## src/rtl/hfadc_pkg.sv

```systemverilog
package hfadc_pkg;

   typedef enum logic [2:0] {
      HS_OFF,
      HS_WAKE,
      HS_ACQ,
      HS_IDLE,
      HS_HOLD,
      HS_FINE
   } hs_state_e;

   function automatic int max3(input int a, input int b, input int c);
      int m;
      m = (a > b) ? a : b;
      return (m > c) ? m : c;
   endfunction

endpackage

```

## src/rtl/hfadc_therm_enc.sv

```systemverilog
module hfadc_therm_enc #(
   parameter int NIB      = 4,
   parameter bit POPCOUNT = 1'b1
) (
   input  logic [(1<<NIB)-2:0] therm_i,
   output logic [NIB-1:0]      code_o
);
   localparam int TW = (1 << NIB) - 1;

   generate
      if (POPCOUNT) begin : g_pop
         always_comb begin
            code_o = '0;
            for (int i = 0; i < TW; i++) begin
               code_o = code_o + NIB'(therm_i[i]);
            end
         end
      end else begin : g_top
         always_comb begin
            code_o = '0;
            for (int i = 0; i < TW; i++) begin
               if (therm_i[i]) code_o = NIB'(i + 1);
            end
         end
      end
   endgenerate

endmodule

```

## src/rtl/hfadc_prev_reg.sv

```systemverilog
module hfadc_prev_reg #(
   parameter int           W    = 4,
   parameter logic [W-1:0] INIT = '1
) (
   input  logic         clk,
   input  logic         rst_n,
   input  logic [W-1:0] lvl_i,
   output logic [W-1:0] prev_o
);
   always_ff @(posedge clk or negedge rst_n) begin
      if (!rst_n) prev_o <= INIT;
      else        prev_o <= lvl_i;
   end
endmodule

```

## src/rtl/hfadc_timer.sv

```systemverilog
module hfadc_timer
   import hfadc_pkg::*;
#(
   parameter int LSB_CYC  = 4,
   parameter int WAKE_CYC = 3,
   parameter int ACQ_CYC  = 2
) (
   input  logic clk,
   input  logic rst_n,
   input  logic sleep_n,
   input  logic mode_i,
   input  logic wr_fall,
   input  logic wr_rise,
   input  logic rd_fall,
   output logic latch_hi,
   output logic latch_lo,
   output logic track_o
);
   localparam int CNT_MAX = max3(LSB_CYC, WAKE_CYC, ACQ_CYC);
   localparam int CNT_W   = $clog2(CNT_MAX + 1);

   hs_state_e        st, st_nx;
   logic [CNT_W-1:0] cnt;

   always_comb begin
      st_nx    = st;
      latch_hi = 1'b0;
      latch_lo = 1'b0;
      if (!sleep_n) begin
         st_nx = HS_OFF;
      end else begin
         unique case (st)
            HS_OFF:  st_nx = HS_WAKE;
            HS_WAKE: if (cnt == CNT_W'(WAKE_CYC - 1)) st_nx = HS_ACQ;
            HS_ACQ:  if (cnt == CNT_W'(ACQ_CYC - 1))  st_nx = HS_IDLE;
            HS_IDLE: begin
               if (!mode_i && rd_fall) begin
                  latch_hi = 1'b1;
                  st_nx    = HS_FINE;
               end else if (mode_i && wr_fall) begin
                  st_nx = HS_HOLD;
               end
            end
            HS_HOLD: begin
               if (wr_rise) begin
                  latch_hi = 1'b1;
                  st_nx    = HS_FINE;
               end
            end
            HS_FINE: begin
               if ((cnt == CNT_W'(LSB_CYC - 1)) || (mode_i && rd_fall)) begin
                  latch_lo = 1'b1;
                  st_nx    = HS_ACQ;
               end
            end
            default: st_nx = HS_ACQ;
         endcase
      end
   end

   always_ff @(posedge clk or negedge rst_n) begin
      if (!rst_n) begin
         st  <= HS_ACQ;
         cnt <= '0;
      end else begin
         st <= st_nx;
         if (st_nx != st)                 cnt <= '0;
         else if (cnt != CNT_W'(CNT_MAX)) cnt <= cnt + CNT_W'(1);
      end
   end

   assign track_o = (st == HS_WAKE) || (st == HS_ACQ) || (st == HS_IDLE);

   // sleep forces the sequencer off on the next edge
   p_asleep_off_r8: assert property (@(posedge clk) disable iff (!rst_n)
      !sleep_n |=> (st == HS_OFF));

   // residue wait never runs past its programmed length
   p_fine_window_r5: assert property (@(posedge clk) disable iff (!rst_n)
      (st == HS_FINE) |-> (cnt < CNT_W'(LSB_CYC)));

   // every completion is followed by an acquisition interval
   p_rest_after_done_r9: assert property (@(posedge clk) disable iff (!rst_n)
      latch_lo |=> (st == HS_ACQ));

endmodule

```

## src/rtl/hfadc_ctrl.sv

```systemverilog
module hfadc_ctrl #(
   parameter int NIB      = 4,
   parameter int LSB_CYC  = 4,
   parameter int WAKE_CYC = 3,
   parameter int ACQ_CYC  = 2,
   parameter bit POPCOUNT = 1'b1
) (
   input  logic                 clk,
   input  logic                 rst_n,
   input  logic                 sleep_n,
   input  logic                 mode_i,
   input  logic                 cs_n,
   input  logic                 wr_n,
   input  logic                 rd_n,
   input  logic [(1<<NIB)-2:0]  coarse_therm_i,
   input  logic [(1<<NIB)-2:0]  fine_therm_i,
   output logic [2*NIB-1:0]     bus_data_o,
   output logic                 bus_oe_o,
   output logic                 int_n_o,
   output logic                 rdy_pull_o,
   output logic                 track_o,
   output logic                 coarse_cmp_o,
   output logic                 fine_cmp_o
);
   localparam int DW = 2 * NIB;

   generate
      if (NIB < 2 || NIB > 6) begin : g_bad_nib
         $error("hfadc_ctrl: NIB must lie in 2..6");
      end
      if (LSB_CYC < 1 || WAKE_CYC < 1 || ACQ_CYC < 1) begin : g_bad_cyc
         $error("hfadc_ctrl: cycle counts must be at least 1");
      end
   endgenerate

   // qualified bus strobes and their previous levels
   logic       wr_act, rd_act;
   logic [3:0] lvl, prev;
   assign wr_act = !cs_n && !wr_n;
   assign rd_act = !cs_n && !rd_n;
   assign lvl    = {cs_n, rd_n, rd_act, wr_act};

   hfadc_prev_reg #(.W(4), .INIT(4'b1100)) i_prev (
      .clk    (clk),
      .rst_n  (rst_n),
      .lvl_i  (lvl),
      .prev_o (prev)
   );

   logic wr_fall, wr_rise, rd_fall, rd_up, cs_up, cs_fall;
   assign wr_fall = wr_act && !prev[0];
   assign wr_rise = !wr_act && prev[0];
   assign rd_fall = rd_act && !prev[1];
   assign rd_up   = rd_n && !prev[2];
   assign cs_up   = cs_n && !prev[3];
   assign cs_fall = !cs_n && prev[3];

   logic latch_hi, latch_lo;

   hfadc_timer #(
      .LSB_CYC  (LSB_CYC),
      .WAKE_CYC (WAKE_CYC),
      .ACQ_CYC  (ACQ_CYC)
   ) i_timer (
      .clk      (clk),
      .rst_n    (rst_n),
      .sleep_n  (sleep_n),
      .mode_i   (mode_i),
      .wr_fall  (wr_fall),
      .wr_rise  (wr_rise),
      .rd_fall  (rd_fall),
      .latch_hi (latch_hi),
      .latch_lo (latch_lo),
      .track_o  (track_o)
   );

   // one encoder per comparator pass
   logic [NIB-1:0] code [2];
   generate
      for (genvar g = 0; g < 2; g++) begin : g_enc
         hfadc_therm_enc #(.NIB(NIB), .POPCOUNT(POPCOUNT)) i_enc (
            .therm_i ((g == 0) ? fine_therm_i : coarse_therm_i),
            .code_o  (code[g])
         );
      end
   endgenerate

   logic [DW-1:0] result_q;
   always_ff @(posedge clk or negedge rst_n) begin
      if (!rst_n) begin
         result_q <= '0;
      end else begin
         if (latch_hi) result_q[DW-1:NIB] <= code[1];
         if (latch_lo) result_q[NIB-1:0]  <= code[0];
      end
   end

   logic int_n_q;
   always_ff @(posedge clk or negedge rst_n) begin
      if (!rst_n)                int_n_q <= 1'b1;
      else if (!sleep_n)         int_n_q <= 1'b1;
      else if (latch_lo)         int_n_q <= 1'b0;
      else if (rd_up || cs_up)   int_n_q <= 1'b1;
   end

   logic rdy_q;
   always_ff @(posedge clk or negedge rst_n) begin
      if (!rst_n)                                  rdy_q <= 1'b0;
      else if (latch_lo || cs_n)                   rdy_q <= 1'b0;
      else if (!mode_i && cs_fall && sleep_n)      rdy_q <= 1'b1;
   end

   assign bus_oe_o     = rd_act;
   assign bus_data_o   = rd_act ? result_q : '0;
   assign int_n_o      = int_n_q;
   assign rdy_pull_o   = rdy_q;
   assign coarse_cmp_o = latch_hi;
   assign fine_cmp_o   = latch_lo;

   // completion pulls interrupt low on the next edge
   p_done_int_low_r3: assert property (@(posedge clk) disable iff (!rst_n)
      latch_lo |=> !int_n_o);

   // completion releases the ready line
   p_done_rdy_free_r3: assert property (@(posedge clk) disable iff (!rst_n)
      latch_lo |=> !rdy_pull_o);

   // a rising read or chip select clears interrupt when no completion coincides
   p_int_release_r4: assert property (@(posedge clk) disable iff (!rst_n)
      (sleep_n && !latch_lo && ($rose(rd_n) || $rose(cs_n))) |=> int_n_o);

endmodule

```

## config.mk

```make
export PLATFORM = sky130hd
export DESIGN_NAME = hfadc_ctrl
export DESIGN_NICKNAME = d
export VERILOG_FILES = /design/src/rtl/hfadc_pkg.sv /design/src/rtl/hfadc_therm_enc.sv /design/src/rtl/hfadc_prev_reg.sv /design/src/rtl/hfadc_timer.sv /design/src/rtl/hfadc_ctrl.sv
export SDC_FILE = /design/constraint.sdc
export NUM_CORES = 1
export LEC_CHECK = 0
export BUFFER_PORTS_ARGS = -buffer_cell sky130_fd_sc_hd__buf_2
export CORE_ASPECT_RATIO = 1.5
export CORE_MARGIN = 2
export CORE_UTILIZATION = 53
export CTS_CLUSTER_SIZE = 20
export DETAILED_ROUTE_END_ITERATION = 10
export GPL_ROUTABILITY_DRIVEN = 1
export PLACE_DENSITY = 0.87
export SLEW_MARGIN = 20
export SYNTH_ARGS = -nofsm -noshare
export SYNTH_HDL_FRONTEND = slang
export SYNTH_SLANG_ARGS = --single-unit
```

## constraint.sdc

```tcl
create_clock -name clk -period 1.8 [get_ports clk]
set_input_delay 0.18 -clock clk [delete_from_list [all_inputs] [get_ports clk]]
set_output_delay 0.18 -clock clk [all_outputs]
set_load 0.05 [all_outputs]
```

After elaboration in Yosys (flattened, before gate mapping)
Index checks and enable logic that the tools add are counted.
{ "op_classes": {"reduce_logical": 30, "addsub": 29, "muxes": 23, "n_eq_ne": 11} }
{ "op_table": {"columns": ["operator", "n"], "rows": [
  ["4-bit by 1-bit adder with 4-bit output", 26],
  ["3-bit 2-to-1 mux", 9],
  ["3-bit case mux with 6 select lines", 1],
  ["1-bit logical AND", 13],
  ["3-bit by 2-bit == test with 1-bit output (second input constant)", 4],
  ["1-bit 2-to-1 mux", 11],
  ["1-bit logical NOT", 9],
  ["8-bit 2-to-1 mux", 1],
  ["3-bit by 1-bit == test with 1-bit output (second input constant)", 2],
  ["3-bit == test (second input constant)", 2],
  ["1-bit logical OR", 5],
  ["1-bit by 1-bit adder with 2-bit output", 2],
  ["2-bit nonzero test", 2],
  ["3-bit by 1-bit adder with 3-bit output (second input constant)", 1],
  ["3-bit logical NOT", 1],
  ["3-bit by 1-bit inequality test with 1-bit output (second input constant)", 1],
  ["3-bit inequality test", 1],
  ["3-bit inequality test (second input constant)", 1],
  ["1-bit case mux with 2 select lines", 1]
]} }
{ "totals": {"word_cells": 100, "out_inout_bits": 14, "register_bits": 20} }

Logic depth before layout (Yosys ltp)
Gate-level depths: netlist of the first run.
{ "logic_depth": {"word_depth": 14, "depth_mapped": 14, "depth_no_buf": 14} }

Cells and area by module
Synthesis of the first run repeated with hierarchy kept, for this count alone.
{ "unflattened": {"hier_cells": 180, "area_unflattened_um2": 1767.9} }
{ "by_module_without_submodules": {"columns": ["mod", "area_per_inst_um2", "cells_each", "seq_area_each_um2", "instances"], "rows": [
  ["hfadc_therm_enc", 325.3, 36, 0.0, 2],
  ["hfadc_timer", 549.3, 66, 151.4, 1],
  ["hfadc_ctrl", 465.4, 38, 251.5, 1],
  ["hfadc_prev_reg", 102.6, 4, 102.6, 1]
]} }

Least setup slack after synthesis of the first run
Ideal clock, no wire load.
{ "synth_path": {"kind": "input -> register", "start": "input coarse_therm_i[0]", "end": "register result_q[7]", "path_stages": 14, "setup_slack_ns": -1.762, "arrival_ns": 3.437, "path_buffers": 0, "t_required_ns": 1.675, "setup_ns": 0.125, "path_cell_list": "ha_1 > inv_1 > fa_1 > inv_1 > fa_1 > inv_1 > fa_1 > fa_1 > inv_1 > ha_1 > a21o_1 > a21oi_1 > xnor2_1 > mux2_4"} }
{ "synth_via": {"elab_chain_cells": 14} }
{ "synth_lines": {"columns": ["element", "line", "source"], "rows": [
  ["start, declared", "hfadc_ctrl.sv:15", "input logic [(1<<NIB)-2:0] coarse_therm_i,"],
  ["1-bit by 1-bit adder with 2-bit output", "hfadc_therm_enc.sv:15", "code_o = code_o + NIB'(therm_i[i]);"],
  ["4-bit by 1-bit adder with 4-bit output (13 in series)", "hfadc_therm_enc.sv:15", null],
  ["end signal, assigned by index", "hfadc_ctrl.sv:93", "if (latch_hi) result_q[DW-1:NIB] <= code[1];"],
  ["end signal, assigned by index", "hfadc_ctrl.sv:94", "if (latch_lo) result_q[NIB-1:0] <= code[0];"],
  ["end, declared", "hfadc_ctrl.sv:88", "logic [DW-1:0] result_q;"]
]} }
Every way passes these cells.
A chain may end at the register's enable or synchronous reset.

Worst setup path in the final report of the first run
{ "layout_path": {"start": "input coarse_therm_i[1]", "end": "register result_q[6]"} }
Same word-level chain as after synthesis.

==> results.yml, run 1 <==
critical_path:
  rr_startpoint: "i_timer.cnt[0]$_DFFE_PN0P_"
  crit_type: "input pin to flop"
  max_stage_delay_ns: 0.53
  crit_top_cell: "inv_2"
  critPathSlowestCell: "fa_2"
  worstReg2RegEnd: "i_timer.st[0]$_DFF_PN0_"
  r2r_cells: 8
  r2r_slack_ns: -0.01
  critPathArrivalTime_ns: 3.49
  crit_fanout: 2
  end_kind: "flop"
  worstPathCellList: "buf_6 > ha_4 > inv_2 > fa_1 > inv_2 > fa_2 > fa_1 > inv_1 > fa_1 > inv_2 > ha_4 > inv_2 > fa_2 > xnor2_1 > mux2_4"
  critical_path.top_delay_family: "adder cells"
  critical_path_required_ns: 1.95
  critPathLaunchType: "input pin"
  path_buf_inv: 6
  cp.depth: 15
power:
  p_total_mw: 2.580
  p_leak_nw: 1.332
  power_density_nw_per_um2: 1028
  ir_worst_vdd_uv: 634.5
flow_run:
  drv_cap: 0
min_path:
  whs_path_depth: 1
  min_to: "i_prev.prev_o[2]$_DFF_PN1_"
  hold_path_class: "input pin to flop"
  min-delay-start: "rd_n"
global_route:
  antenna_found_initial: 0
  grt_pass1_vias: 1629
  overflow: 0
  track_usage_pct: 22.24
  grt_max_degree: 21
  grt_pass1_wl_um: 6775
detailed_routing:
  drc_errors: 0
  vias_per_cell: 5.247
  drt_iter0_drc: 33
  drt_pass1_iterations: 4
  postRouteWirelength_um: 4343
  wl_per_cell_um: 14.67
  ant_nets: 0
  vias: 1553
layout:
  nFillCells: 248
  drive_above_1_share_pct: 46.46
  diodes: 0
  fin_cells: 296
  area_delta_synth_final_pct: 36.02
  nNetsFinal: 327
synthesis:
  yosysWarningCount: 0
  synth_cells: 188
  synth-seq-cells: 20
  synth_nets: 260
  synth_area_um2: 1844
  synth-seq-area-share_pct: 27.41
  syn-mean-instance-area_um2: 9.810
  synth_cell_types: 41
sta:
  slew_headroom_pct: 69.97
  report.final.slew_viol_count: 0
  clock.fmax_mhz: 299.7
  finalHoldViolations: 0
  fin_ws_ns: -1.537
  holdWs_ns: 0.06708
  finalCritPeriodShare_pct: 185.4
  setup_viol: 10
  min_period_ns: 3.337
  skew_ns: 0.004379
  worstMarginPinSlew_ns: 0.4504
  rsz0062_at_grt: "true"
clock_tree:
  cts_tree: "done"
  clockBufferDepth: 2
  numCtsBuffers: 3
  clock_sinks: 20
  root_buffer: "clkbuf_8"
  clk_latency_ns: 0.26
  h-tree-depth: 1
  clk_pin_slew_ns: 0.08
die:
  ios: 51
  row_count: 26
  initial_utilization_pct: 54.51
  die_x_um: 52.17
  fp.dieArea_um2: 3977
  die_y_um: 76.25
  core_um2: 3383
status:
  violations: "setup timing"
  status: "finished with violations"
placement:
  dpl.cell_count: 283
  place.gp.congestion: 0.8148
  hpwl_um: 3138
  io_buffer_count: 50
[worst max path at each step]
stage                      startpoint                 endpoint  slack, ns
CTS                 coarse_therm_i[1]  result_q[6]$_DFFE_PN0P_      -1.57
finish              coarse_therm_i[1]  result_q[6]$_DFFE_PN0P_      -1.54
global route        coarse_therm_i[0]  result_q[6]$_DFFE_PN0P_      -1.62
detailed placement  coarse_therm_i[0]  result_q[6]$_DFFE_PN0P_      -1.94
global placement    coarse_therm_i[1]  result_q[6]$_DFFE_PN0P_      -1.85
floorplan           coarse_therm_i[1]  result_q[7]$_DFFE_PN0P_      -1.69
[registers in the layout, indices dropped and copies added (netlist names)]
| name | flops |
|---|---|
| result_q | 8 |
| i_timer.cnt | 3 |
| int_n_o | 1 |
| i_prev.prev_o | 4 |
| i_timer.st | 3 |
| rdy_pull_o | 1 |
[power breakdown]
| group | leakage (nW) | switching [mW] | internal [mW] |
|---|---|---|---|
| Clock | 0.0357 | 0.151 | 0.297 |
| Combinational | 1.04 | 0.786 | 0.780 |
| Sequential | 0.253 | 0.0590 | 0.507 |
| Total | 1.33 | 0.996 | 1.58 |
[Yosys cell counts]
cell type,n,area share [%]
a211oi_1,1,0.41
a21o_2,1,0.47
and4bb_2,1,0.68
nand2_2,1,0.34
o32ai_2,1,0.88
o22ai_1,1,0.34
dfrtp_1,16,22
nand2b_1,1,0.34
o211ai_1,3,1.2
fa_1,18,20
and3b_1,1,0.47
ha_1,17,12
mux2i_1,4,2.2
maj3_1,1,0.54
a21boi_0,1,0.41
mux2_2,2,1.2
inv_1,51,10
mux2_4,3,2.4
and2_1,7,2.4
xnor2_1,5,2.4
o21ai_2,1,0.47
o41ai_1,1,0.47
dfstp_2,4,5.7
nor3b_1,1,0.41
xor2_1,1,0.47
buf_4,1,0.41
a21o_1,2,0.81
nand2_1,9,1.8
nor2_1,6,1.2
buf_1,1,0.20
a31oi_1,3,1.0
nor3_2,1,0.54
nor3_1,6,1.6
a21oi_1,4,1.1
nand4_2,1,0.68
buf_2,1,0.27
and2b_2,1,0.47
a211o_1,1,0.47
nand3_1,1,0.27
o21ai_0,5,1.4
nor2b_1,1,0.34
[cell usage in the layout (no fill, tap or decap), types with 6 or more instances in the layout]
cell and n:
buf_2 44, inv_1 39, dfrtp_1 16, fa_1 13
inv_2 12, buf_4 12, nand2_1 8, ha_1 8
and2_1 7, buf_6 7, nor3_1 6, ha_4 6
[worst reg2reg max path, delay by kind of cell, from the launching register on]
kind | cells | cell delay (ns)
AOI/OAI and AO/OA | 3 | 0.54
adders and majority gates | 1 | 0.14
and+or+nand+nor | 2 | 0.30
DFF | 1 | 0.40
buffers and inverters | 2 | 0.32
[repair_timing]
| action | 4_1_cts | 5_1_grt |
|---|---|---|
| endpoints found under the hold margin | 16 | 0 |
| gates cloned | 0 | 0 |
| resized for setup | 17 | 13 |
| setup buffers | 4 | 4 |
| pin swaps | 11 | 11 |
| setup endpoints to repair | 10 | 13 |
| hold buffers | 1 | 0 |
[cells by family after synthesis]
| family | after synthesis | share of synthesized area [%] |
|---|---|---|
| AOI/OAI and AO/OA | 25 | 9.431 |
| DFF | 20 | 27.41 |
| xor gates and xnor gates | 6 | 2.849 |
| buffers and inverters | 54 | 11.26 |
| adders and majority gates | 36 | 31.61 |
| muxes | 9 | 5.834 |
| and+or+nand+nor | 38 | 11.60 |
[per-stage QoR]
stage	utilization (%)	cell area (um2)	setup WS, ns	TNS [ns]
2_1_floorplan	-	1931	-1.690	-11.72
3_3_place_gp	66.86	2262	-1.847	-13.13
3_5_place_dp	66.86	2262	-1.941	-13.53
4_1_cts	72.04	2437	-1.572	-10.96
5_1_grt	74.15	2509	-1.620	-11.85
6_report	74.15	2509	-1.537	-10.94
[layout make-up]
cell class,instances,area (um2),area share [%]
clock inverter,1,30.03,1.197
clock buffer,3,41.29,1.646
timing repair buffer,65,414.1,16.51
sequential,20,505.5,20.15
inverter,51,191.4,7.631
multi-input combinational,114,1274,50.77
tap,42,52.55,2.095
[metal layers]
metal  track usage (%)  wire length [um]  vias up
met3             2.157               210       15
met2             44.05              2518       61
met5                 0                 0        -
li1                  -                 -      723
met1             22.58              1457      754
met4             7.436               157        0
Note: power is estimated with default switching activity, not from simulation.
==> run 2: changes to the inputs <==
ABC_AREA = 1   (was unset)
==> run 2 against run 1 <==
Compared with the run above:
- the run still ends with setup timing left
- routed wire length fell by 13%
- fmax rose by 3.9%
- flip-flop and latch count did not move
- clock power fell by 34%
- combinational power fell by 6%
- global-route usage fell by 0.88 points
- critical path type unchanged
- highest routed layer unchanged
==> results.yml, run 2 <==
clock_tree:
  clockBufferDepth: 2
  clk_pin_slew_ns: 0.07
  clock_sinks: 20
  clk_latency_ns: 0.25
  numCtsBuffers: 3
  root_buffer: "clkbuf_8"
  cts_tree: "done"
  h-tree-depth: 1
layout:
  diodes: 0
  nNetsFinal: 358
  drive_above_1_share_pct: 38.95
  area_delta_synth_final_pct: 32.56
  mostFrequentLayoutCell: "inv_1"
  top_regs: "result_q (8), i_prev.prev_o (4)"
  final_cell_mix: "inv_1 (54), buf_2 (44), nand2_1 (26), nor2_1 (22), dfrtp_1 (15)"
  largest_reg_flops: 8
  regMostFlops: "result_q"
critical_path:
  crit_fanout: 2
  crit_top_cell: "inv_2"
  critPathArrivalTime_ns: 3.36
  crit_type: "input pin to flop"
  path_buf_inv: 6
  critPathLaunchType: "input pin"
  critical_path.top_delay_family: "adder cells"
  max_stage_delay_ns: 0.52
  worstPathCellList: "buf_8 > ha_4 > inv_2 > fa_1 > inv_2 > fa_2 > fa_1 > inv_2 > fa_1 > inv_2 > ha_4 > inv_2 > fa_2 > o21ai_2"
  critPathSlowestCell: "fa_1"
  end_kind: "flop"
  critical_path_required_ns: 1.95
detailed_routing:
  vias: 1561
  drc_errors: 0
  wl_per_cell_um: 11.49
  ant_nets: 0
  drt_iter0_drc: 20
  drt_pass1_iterations: 4
  postRouteWirelength_um: 3758
  vias_per_cell: 4.774
synthesis:
  synthArstFlopShare_pct: 100.0
  synth_top_area_share_pct: 21.75
  yosys-top-cells-area: "dfrtp_1 (22%), fa_1 (20%), inv_1 (13%)"
  synth_cells: 222
  synth-edff-count: 0
  syn-mean-instance-area_um2: 8.291
  synth_common_cells: "inv_1 (66), nand2_1 (30), nor2_1 (22)"
  synth-seq-cells: 20
  yosysWarningCount: 0
  synth_nets: 294
  synth_cell_types: 24
  yosys.area.top_type: "dfrtp_1"
  yosysMostFrequentCell: "inv_1"
  synth-seq-area-share_pct: 27.46
  synth_ff_type: "dfrtp_1"
  synth_area_um2: 1841
power:
  ir_worst_vdd_uv: 555.2
  clock_power_share_pct: 12.8
  sequentialPowerShare_pct: 23.9
  power.share.switching_pct: 41.21
  p_leak_nw: 1.330
  p_sw_mw: 0.9561
  combPwrFrac_pct: 63.3
  power_density_nw_per_um2: 951.0
  p_int_mw: 1.364
sta:
  skew_ns: 0.003087
  rsz0062_at_grt: "true"
  holdWs_ns: 0.05704
  min_period_ns: 3.211
  setup_viol: 8
  slew_headroom_pct: 71.13
  report.final.slew_viol_count: 0
  fin_ws_ns: -1.411
  finalCritPeriodShare_pct: 178.4
  worstMarginPinSlew_ns: 0.4330
  clock.fmax_mhz: 311.5
  finalHoldViolations: 0
  fin_tns_setup_ns: -9.916
die:
  row_count: 26
  initial_utilization_pct: 54.93
  fp.dieArea_um2: 3970
  ios: 51
  die_x_um: 52.12
  core_um2: 3351
  die_y_um: 76.18
status:
  status: "finished with violations"
  violations: "setup timing"
global_route:
  grt_pass1_wl_um: 6417
  track_usage_pct: 21.36
  grt_max_degree: 21
  grt_pass1_vias: 1693
  overflow: 0
  antenna_found_initial: 0
placement:
  hpwl_um: 3079
  place.gp.congestion: 0.7763
  io_buffer_count: 50
flow_run:
  drv_cap: 0
min_path:
  hold_path_class: "input pin to flop"
## run 2: what timing repair did
| item | in CTS | in global routing |
|---|---|---|
| cloned | 0 | 0 |
| endpoints found under the hold margin | 16 | 0 |
| pin swaps | 11 | 4 |
| resized for setup | 14 | 14 |
| hold buffers | 1 | 0 |
| buffers inserted | 1 | 5 |
| endpoints found under the setup margin | 10 | 10 |
## run 2: power by group through the flow
stage	clock network (mW)	registers [mW]	logic (mW)
after floorplan	0	0.557	0.971
after global placement	0	0.561	1.22
after detailed placement	0	0.565	1.28
after CTS	0.303	0.557	1.33
after global routing	0.321	0.563	1.67
final	0.296	0.555	1.47
## run 2: final timing paths
path / cells after the start / end / slack, ns / startpoint
setup / recovery: 14 / result_q[5]$_DFFE_PN0P_ / -1.41 / coarse_therm_i[0]
hold / removal: 1 / i_prev.prev_o[2]$_DFF_PN1_ / 0.06 / rd_n
setup reg to reg: 8 / rdy_pull_o$_DFFE_PN0P_ / 0.21 / i_timer.cnt[0]$_DFFE_PN0P_
hold reg to reg: 2 / result_q[6]$_DFFE_PN0P_ / 0.50 / result_q[6]$_DFFE_PN0P_
max in group asynchronous: 2 / i_prev.prev_o[2]$_DFF_PN1_ / 1.05 / rst_n
min in group asynchronous: 2 / result_q[0]$_DFFE_PN0P_ / 0.42 / rst_n
## run 2: layout make-up
class / count / area, um2
Multi-Input combinational cell: 132 / 1194
Fill cell: 258 / 910.9
Sequential cell: 20 / 506.7
Timing Repair Buffer: 61 / 384.1
Inverter: 68 / 257.7
Tap cell: 42 / 52.55
Clock buffer: 4 / 45.04
## run 2: per-layer routing
layer / wire length, um / share of wire, % / GRT usage (%) / vias up
met1: 1234 / 33 / 19.89 / 747
met2: 2361 / 63 / 42.66 / 25
met5: 0 / 0 / 0 / -
li1: - / - / - / 781
met4: 93 / 2.5 / 9.474 / 0
met3: 69 / 1.8 / 2.157 / 8
## run 2: cells by family after synthesis
kind of cell / Yosys count / synth area share, %
AND/OR/NAND/NOR: 73 / 17.95
buffers and inverters: 70 / 14.68
adder cells (fa/ha/maj): 35 / 31.14
flip-flops: 20 / 27.46
AO/OA/AOI/OAI: 19 / 6.391
XOR/XNOR: 5 / 2.380
## run 2: worst register-to-register path, stage by stage (launching register included)
cell and delay, ns:
dfrtp_1 0.40, ha_1 0.21, ha_1 0.19, inv_2 0.09, a21boi_4 0.07, nand2_4 0.13
inv_4 0.06, buf_4 0.15, a211oi_1 0.20
## run 2: metrics by stage
stage                     setup WS (ns)  utilization (%)  std cells  cell area [um2]  total power, mW
after detailed placement         -1.694            67.03        317             2246            1.846
after CTS                        -1.396            70.05        322             2347            2.188
after global placement           -1.657            67.03        317             2246            1.776
after floorplan                  -1.517                -        222             1921            1.528
after global routing             -1.473            72.82        327             2440            2.557
final                            -1.411            72.82        327             2440            2.320
